[src/rtl/iox_pkg.sv]
package iox_pkg;
  localparam int OP_W = 4;
  localparam logic [OP_W-1:0] OP_OUT  = 4'h1;
  localparam logic [OP_W-1:0] OP_IN   = 4'h2;
  localparam logic [OP_W-1:0] OP_STAT = 4'h3;
  localparam int N_PH = 4;

  function automatic logic is_out(input logic [OP_W-1:0] op);
    return op == OP_OUT;
  endfunction

  function automatic logic is_in(input logic [OP_W-1:0] op);
    return (op == OP_IN) || (op == OP_STAT);
  endfunction
endpackage

[src/rtl/iox_phase_ctrl.sv]
module iox_phase_ctrl
  import iox_pkg::*;
(
  input  logic            clk,
  input  logic            rst,
  input  logic            start_i,
  output logic            accept_o,
  output logic [N_PH-1:0] phase_o
);
  logic [N_PH-1:0] phase_q;

  assign accept_o = start_i && (phase_q == '0);
  assign phase_o  = phase_q;

  always_ff @(posedge clk) begin
    if (rst) begin
      phase_q <= '0;
    end else if (accept_o) begin
      phase_q <= {{(N_PH-1){1'b0}}, 1'b1};
    end else begin
      phase_q <= {phase_q[N_PH-2:0], 1'b0};
    end
  end

  p_onehot_r3: assert property (@(posedge clk) disable iff (rst)
    $onehot0(phase_q));
  p_advance_r3: assert property (@(posedge clk) disable iff (rst)
    phase_q[0] |=> phase_q[1]);
  p_end_r9: assert property (@(posedge clk) disable iff (rst)
    phase_q[N_PH-1] |=> (phase_q == '0));
  p_ignore_r10: assert property (@(posedge clk) disable iff (rst)
    (start_i && (phase_q != '0)) |=> !phase_q[0]);
endmodule

[src/rtl/iox_bus_drive.sv]
module iox_bus_drive
  import iox_pkg::*;
#(
  parameter int IW   = 8,
  parameter int DW   = 8,
  parameter int CMDW = 6
) (
  input  logic            clk,
  input  logic            rst,
  input  logic            accept_i,
  input  logic            ph1_i,
  input  logic            ph2_i,
  input  logic [IW-1:0]   instr_i,
  input  logic [DW-1:0]   acc_i,
  input  logic [DW-1:0]   wdata_i,
  output logic [OP_W-1:0] op_o,
  output logic [DW-1:0]   h_o,
  output logic [DW-1:0]   l_o,
  output logic            oe_o
);
  logic [OP_W-1:0] op_q;
  logic [DW-1:0]   wdata_q, h_q, l_q;
  logic            oe_q;

  always_ff @(posedge clk) begin
    if (rst) begin
      op_q    <= '0;
      wdata_q <= '0;
      h_q     <= '0;
      l_q     <= '0;
      oe_q    <= 1'b0;
    end else if (accept_i) begin
      op_q    <= instr_i[IW-1 -: OP_W];
      wdata_q <= wdata_i;
      h_q     <= {{(DW-CMDW){1'b0}}, instr_i[CMDW-1:0]};
      l_q     <= acc_i;
      oe_q    <= 1'b1;
    end else if (ph1_i && is_out(op_q)) begin
      h_q  <= '0;
      l_q  <= wdata_q;
      oe_q <= 1'b1;
    end else begin
      h_q  <= '0;
      l_q  <= '0;
      oe_q <= 1'b0;
    end
  end

  assign op_o = op_q;
  assign h_o  = h_q;
  assign l_o  = l_q;
  assign oe_o = oe_q;

  p_cmd_drive_r4: assert property (@(posedge clk) disable iff (rst)
    accept_i |=> (oe_q && (l_q == $past(acc_i))));
  p_release_r7: assert property (@(posedge clk) disable iff (rst)
    ph2_i |=> !oe_q);
  p_quiet_r6: assert property (@(posedge clk) disable iff (rst)
    (ph1_i && !is_out(op_q)) |=> (!oe_q && (l_q == '0)));
endmodule

[src/rtl/iox_capture.sv]
module iox_capture
  import iox_pkg::*;
#(
  parameter int DW = 8
) (
  input  logic            clk,
  input  logic            rst,
  input  logic            ph3_i,
  input  logic [OP_W-1:0] op_i,
  input  logic [DW-1:0]   bus_l_i,
  output logic [DW-1:0]   rdata_o
);
  logic [DW-1:0] rdata_q;

  always_ff @(posedge clk) begin
    if (rst) begin
      rdata_q <= '0;
    end else if (ph3_i && is_in(op_i)) begin
      rdata_q <= bus_l_i;
    end
  end

  assign rdata_o = rdata_q;

  p_hold_r8: assert property (@(posedge clk) disable iff (rst)
    !(ph3_i && is_in(op_i)) |=> $stable(rdata_q));
  p_sample_r7: assert property (@(posedge clk) disable iff (rst)
    (ph3_i && is_in(op_i)) |=> (rdata_q == $past(bus_l_i)));
endmodule

[src/rtl/iox_sequencer.sv]
module iox_sequencer
  import iox_pkg::*;
#(
  parameter int IW   = 8,
  parameter int DW   = 8,
  parameter int CMDW = 6
) (
  input  logic            clk,
  input  logic            rst,
  input  logic            start_i,
  input  logic [IW-1:0]   instr_i,
  input  logic [DW-1:0]   acc_i,
  input  logic [DW-1:0]   wdata_i,
  input  logic [DW-1:0]   bus_l_i,
  output logic [DW-1:0]   bus_h_o,
  output logic [DW-1:0]   bus_l_o,
  output logic            bus_oe_o,
  output logic [N_PH-1:0] phase_o,
  output logic            busy_o,
  output logic            done_o,
  output logic [DW-1:0]   rdata_o
);
  logic            accept;
  logic [N_PH-1:0] phase;
  logic [OP_W-1:0] op;

  iox_phase_ctrl u_ctrl (
    .clk      (clk),
    .rst      (rst),
    .start_i  (start_i),
    .accept_o (accept),
    .phase_o  (phase)
  );

  iox_bus_drive #(.IW(IW), .DW(DW), .CMDW(CMDW)) u_drive (
    .clk      (clk),
    .rst      (rst),
    .accept_i (accept),
    .ph1_i    (phase[0]),
    .ph2_i    (phase[1]),
    .instr_i  (instr_i),
    .acc_i    (acc_i),
    .wdata_i  (wdata_i),
    .op_o     (op),
    .h_o      (bus_h_o),
    .l_o      (bus_l_o),
    .oe_o     (bus_oe_o)
  );

  iox_capture #(.DW(DW)) u_cap (
    .clk     (clk),
    .rst     (rst),
    .ph3_i   (phase[2]),
    .op_i    (op),
    .bus_l_i (bus_l_i),
    .rdata_o (rdata_o)
  );

  assign phase_o = phase;
  assign busy_o  = |phase;
  assign done_o  = phase[N_PH-1];

  p_phase3_float_r7: assert property (@(posedge clk) disable iff (rst)
    phase_o[2] |-> !bus_oe_o);
  p_idle_quiet_r11: assert property (@(posedge clk) disable iff (rst)
    (phase_o == '0) |-> (!bus_oe_o && bus_h_o == '0 && bus_l_o == '0));
  p_done_once_r9: assert property (@(posedge clk) disable iff (rst)
    done_o |=> !done_o);
  p_start_r2: assert property (@(posedge clk) disable iff (rst)
    (start_i && !busy_o) |=> (phase_o == 4'b0001));
endmodule

[config.mk]
export PLATFORM = sky130hd
export DESIGN_NAME = iox_sequencer
export DESIGN_NICKNAME = d
export VERILOG_FILES = /design/src/rtl/iox_pkg.sv /design/src/rtl/iox_phase_ctrl.sv /design/src/rtl/iox_bus_drive.sv /design/src/rtl/iox_capture.sv /design/src/rtl/iox_sequencer.sv
export SDC_FILE = /design/constraint.sdc
export NUM_CORES = 1
export LEC_CHECK = 0
export ABC_AREA = 1
export BUFFER_PORTS_ARGS = -buffer_cell sky130_fd_sc_hd__buf_2
export CAP_MARGIN = 20
export CELL_PAD_IN_SITES_DETAIL_PLACEMENT = 1
export CELL_PAD_IN_SITES_GLOBAL_PLACEMENT = 1
export CORE_ASPECT_RATIO = 0.9
export CORE_MARGIN = 2
export CORE_UTILIZATION = 28
export DETAILED_ROUTE_END_ITERATION = 8
export PLACE_DENSITY_LB_ADDON = 0.1
export SETUP_SLACK_MARGIN = 0.02
export SLEW_MARGIN = 20
export SYNTH_ARGS = -nofsm -noshare
export SYNTH_HDL_FRONTEND = slang
export SYNTH_SLANG_ARGS = --single-unit
export TNS_END_PERCENT = 1
[constraint.sdc]
create_clock -name clk -period 1 [get_ports clk]
set_input_delay 0 -clock clk [delete_from_list [all_inputs] [get_ports clk]]
set_output_delay 0 -clock clk [all_outputs]
set_load 0.01 [all_outputs]
# == Word level (Yosys, flattened, before mapping) ==
# Cells that the tools add are included.
# classes
eq_ne,3
mux,5
n_bitwise,1
n_reduce_logical,8
# ops
op,n
$mux 8,2
$eq 4x2->1 const B,2
$eq 4x1->1 const B,1
$logic_not 4->1,1
$reduce_or 2->1,2
$reduce_or 4->1,1
$logic_and 1x1->1,3
$mux 1,3
$logic_or 1x1->1,1
$not 1->1,1
# word_totals
ff_bits,41
word_cells,26

# == Logic depth before layout (Yosys ltp) ==
# depth
ltp_word,4
depth_mapped,6
depth_no_buf,5

# == Hierarchy ==
# From an unflattened synthesis, not the netlist that was laid out.
# unflattened
hier_cells,196
area_unflattened_um2,1502.7
# modules_own_cells
mod,n_inst,cells_each,area_each_um2
iox_bus_drive,1,121,962.2
iox_capture,1,54,381.6
iox_phase_ctrl,1,17,140.1
iox_sequencer,1,4,18.8

# == Worst setup path before layout ==
# Ideal clock, no wire load.
# synth_timing
kind,register to register
from,"register u_ctrl.phase_q[3], in the netlist u_ctrl.phase_o[3]"
to,"register u_drive.op_q[0], in the netlist u_drive.op_o[0]"
setup_time_ns,0.058
arrival_time_ns,0.959
required_ns,0.942
path_slack_ns,-0.017
path_stages_with_launch,7
n_path_buf,1
cell_sequence,dfxtp_1 nor2_2 nand3_2 nor2_4 buf_6 nand2_2 nand2_1
# synth_between
elab_chain_cells,2
# synth_lines
element,line_no,source
from (decl),iox_phase_ctrl.sv:10,logic [N_PH-1:0] phase_q;
from (signal assigned),iox_phase_ctrl.sv:19,"phase_q <= {{(N_PH-1){1'b0}}, 1'b1};"
from (signal assigned),iox_phase_ctrl.sv:21,"phase_q <= {phase_q[N_PH-2:0], 1'b0};"
$logic_not 4->1,iox_phase_ctrl.sv:12,assign accept_o = start_i && (phase_q == '0);
$logic_and 1x1->1,iox_phase_ctrl.sv:12,
to (signal assigned),iox_bus_drive.sv:33,op_q <= instr_i[IW-1 -: OP_W];
to (decl),iox_bus_drive.sv:21,logic [OP_W-1:0] op_q;
# Every way passes these cells.
# A chain may end at the register's enable or synchronous reset.

# == Final worst setup path ==
# layout_timing
from,"register u_ctrl.phase_q[2], in the netlist u_ctrl.phase_o[2]"
to,output busy_o
# layout_between
elab_chain_cells,1
# layout_lines
element,line_no,source
$reduce_or 4->1,iox_sequencer.sv:60,assign busy_o = |phase;
to (decl),iox_sequencer.sv:19,"output logic busy_o,"
# Every way passes these cells.

==> reports/metrics.csv <==
stage;metric;value;unit
sta;drv_slew;0;
worst_hold_path;min_path_cells;3;
die;die_h;70.39;um
placed_design;placed_area;1826;um2
synthesis;synth_seq_cells;39;
global_routing;overflow;0;
die;die_w;77.77;um
synthesis;synth_top_area_share;56.93;%
sta;grt_setup_unrepaired;true;
route;wl_per_cell;11.40;um
sta;fin_crit_sh;107.5;%
worst_hold_path;min_to;u_drive.l_o[7]$_SDFF_PP0_;
clock_tree;post_cts_buffers;0;
worst_setup_path;crit_path_end_kind;primary output;
power_and_ir_drop;p_int;2.360;mW
synthesis;synthCells;167;
route;drc;0;
synthesis;netlist_area;1371;um2
synthesis;synth_top_cell_by_area;dfxtp_1;
clock_tree;htree_levels;2;
worst_setup_path;crit_required;1000;ps
sta;fin_skew;3.819;ps
power_and_ir_drop;netSwitchingFraction;24.32;%
clock_tree;cts-buffers-inserted;5;
synthesis;avgSynthCellArea;8.211;um2
die;dieArea;5474;um2
layout;num-nets-final;310;
global_routing;grtUsageMet1;16.00;%
worst_setup_path;critPathLaunchType;flop;
global_routing;grt_pass1_vias;1505;
synthesis;yosys_warnings;0;
outcome;status;complete, but fails checks;
synthesis;ys_top_cells_by_area;dfxtp_1, nand2_1, nand3_1;
sta;tns;-1008;ps
power_and_ir_drop;irDropWorstVdd;0.0005814;V
layout;syn2layout_area_growth;67.24;%
layout;finalInstanceArea;2293;um2
global_routing;use_met3;4.134;%
worst_hold_path;hp-class;primary input to flop;
synthesis;synth.top_cells.by_count;nand2_1, dfxtp_1, nor2_1;
sta;finalWorstPathRequiredPeriod;1075;ps
placed_design;gp_congestion;0.7507;
worst_setup_path;r2r_end;u_drive.l_o[3]$_SDFF_PP0_;
synthesis;synth_edf_count;0;
clock_tree;clk_pin_slew_worst_paths;70;ps
route;vias;1419;
synthesis;yosysMostFrequentCell;nand2_1;
synthesis;synth_seq_area_share;56.93;%
clock_tree;cts_tree;built;
power_and_ir_drop;p_seq_share;53.3;%
worst_setup_path;crit-reg2reg-launch;u_ctrl.phase_o[2]$_SDFF_PP0_;
clock_tree;clock_path_buffers;2;
die;core;4775;um2
worst_hold_path;min_from;start_i;
die;initial_core_util;28.72;%
sta;setup_viol;27;
route;drt_iter0_drc;37;
placed_design;io_buffer_count;63;
die;pin_count;66;
power_and_ir_drop;powerDensity;1360;nW/um2
route;postRouteAntennaNets;0;
power_and_ir_drop;clkPwrFrac;32.3;%
worst_setup_path;r2r_slack;-60;ps
global_routing;met2_usage;28.74;%
power_and_ir_drop;p_sw;0.7584;mW
die;num_rows;24;
global_routing;antenna_found_initial;0;
global_routing;grt_max_degree;17;
sta;hold_violations;0;
global_routing;grt_use_total;15.14;%
layout;drive_above_1_share;37.68;%
sta;finalWorstSetupSlack;-75.00;ps
sta;fmax;0.9302;GHz
power_and_ir_drop;combinationalPowerShare;14.5;%
outcome;violations;negative setup slack;
route;routed_wl;3889;um
worst_setup_path;worstPathArrival;1080;ps
worst_setup_path;critPathMaxFanout;3;
synthesis;synthFlopType;dfxtp_1;
global_routing;busiest_layer;met2;
clock_tree;clock-sinks;39;
layout;antenna_cells;0;
worst_setup_path;crit_type;flop to primary output;
clock_tree;cts-root-buf;clkbuf_8;
synthesis;netlist-cell-type-count;18;
synthesis;ys_async_sr_fraction;0;%
placed_design;dp_hpwl;2726;um
route;drt_pre_antenna_iters;3;
worst_setup_path;reg2regPathDepth;6;
route;vias_per_cell;4.161;
job;maxCapViolCount;0;
power_and_ir_drop;leakage;1.197;nW
clock_tree;clock_latency;280;ps
global_routing;grt_pass1_wl;6589;um
## registers in the layout, summed over array words and instances (netlist names)
name / count
u_cap.rdata_o: 8
u_ctrl.phase_o: 4
u_drive.h_o: 6
u_drive.op_o: 4
u_drive.wdata_q: 8
u_drive.l_o: 8
u_drive.oe_o: 1
## timing repair
action | 4_1_cts | 5_1_grt
endpoints found under the hold margin | 36 | 0
gates cloned | 0 | 0
pin swaps | 1 | 1
setup endpoints to repair | 39 | 38
hold buffers | 33 | 0
gates resized for setup | 6 | 19
## cell families after synthesis
logic type	synth area share [%]
flops	56.93
compound gates	3.284
simple gates	29.65
buf+inv	9.853
other cells	0.2735
## per-layer routing
metal | vias to the layer above | routed length (um)
li1 | 728 | -
met5 | - | 0
met2 | 38 | 2064
met1 | 651 | 1616
met3 | 2 | 191
met4 | 0 | 17
## layout by cell type, fill, tap and decap left out
master / count
nand3_4: 1
nand2_1: 40
clkbuf_8: 5
buf_4: 12
buf_6: 4
dfxtp_4: 1
nand4_1: 1
nand2_2: 2
inv_1: 12
inv_2: 1
clkbuf_1: 2
nand3_1: 20
buf_2: 63
dfxtp_2: 3
dfxtp_1: 35
o21ai_1: 3
nand3_2: 1
nor2_1: 22
and3_1: 1
o21ai_2: 5
dlygate4sd3_1: 33
conb_1: 2
clkinv_2: 1
a21oi_1: 1
nor2_4: 5
## metrics by stage
| step | hold slack (ps) | utilization, % | std cells | setup WS (ps) | total power [mW] |
|---|---|---|---|---|---|
| floorplan | 64.19 | - | 168 | -0.9892 | 1.865 |
| global placement | 190.0 | 38.23 | 300 | -89.07 | 2.011 |
| detailed placement | 195.9 | 38.23 | 300 | -98.19 | 2.024 |
| CTS | 17.07 | 47.14 | 341 | -73.51 | 3.156 |
| global route | 35.09 | 48.03 | 341 | -148.5 | 3.303 |
| finish | 30.43 | 48.03 | 341 | -75.00 | 3.118 |
## area by class of cell
class | count | area, um2
Clock buffer | 7 | 76.32
Clock inverter | 1 | 5.005
Timing Repair Buffer | 112 | 780.7
Fill cell | 592 | 2481
Sequential cell | 39 | 788.3
Tap cell | 65 | 81.33
Inverter | 13 | 48.80
Multi-Input combinational cell | 104 | 513.0
## power groups by stage
stage / Sequential (mW) / Clock [mW] / Combinational [mW]
2_1_floorplan: 1.70 / 0 / 0.161
3_3_place_gp: 1.69 / 0 / 0.322
3_5_place_dp: 1.69 / 0 / 0.331
4_1_cts: 1.66 / 1.06 / 0.440
5_1_grt: 1.67 / 1.13 / 0.503
6_report: 1.66 / 1.01 / 0.451
## worst max-delay path, stage by stage, from the launching register on
cell     delay, ps
dfxtp_2        350
nor2_4         140
buf_4          120
nand2_1         40
buf_2          130
## how the worst max path moves through the flow
stage | start | to
4_1_cts | u_ctrl.phase_o[2]$_SDFF_PP0_ | u_drive.wdata_q[3]$_SDFFE_PP0P_
5_1_grt | u_ctrl.phase_o[2]$_SDFF_PP0_ | u_drive.l_o[3]$_SDFF_PP0_
2_1_floorplan | u_ctrl.phase_o[3]$_SDFF_PP0_ | u_drive.op_o[0]$_SDFFE_PP0P_
3_3_place_gp | u_ctrl.phase_o[0]$_SDFF_PP0_ | u_drive.wdata_q[6]$_SDFFE_PP0P_
6_report | u_ctrl.phase_o[2]$_SDFF_PP0_ | busy_o
3_5_place_dp | u_ctrl.phase_o[0]$_SDFF_PP0_ | u_drive.wdata_q[4]$_SDFFE_PP0P_
Note: power is estimated with default switching activity, not from simulation.
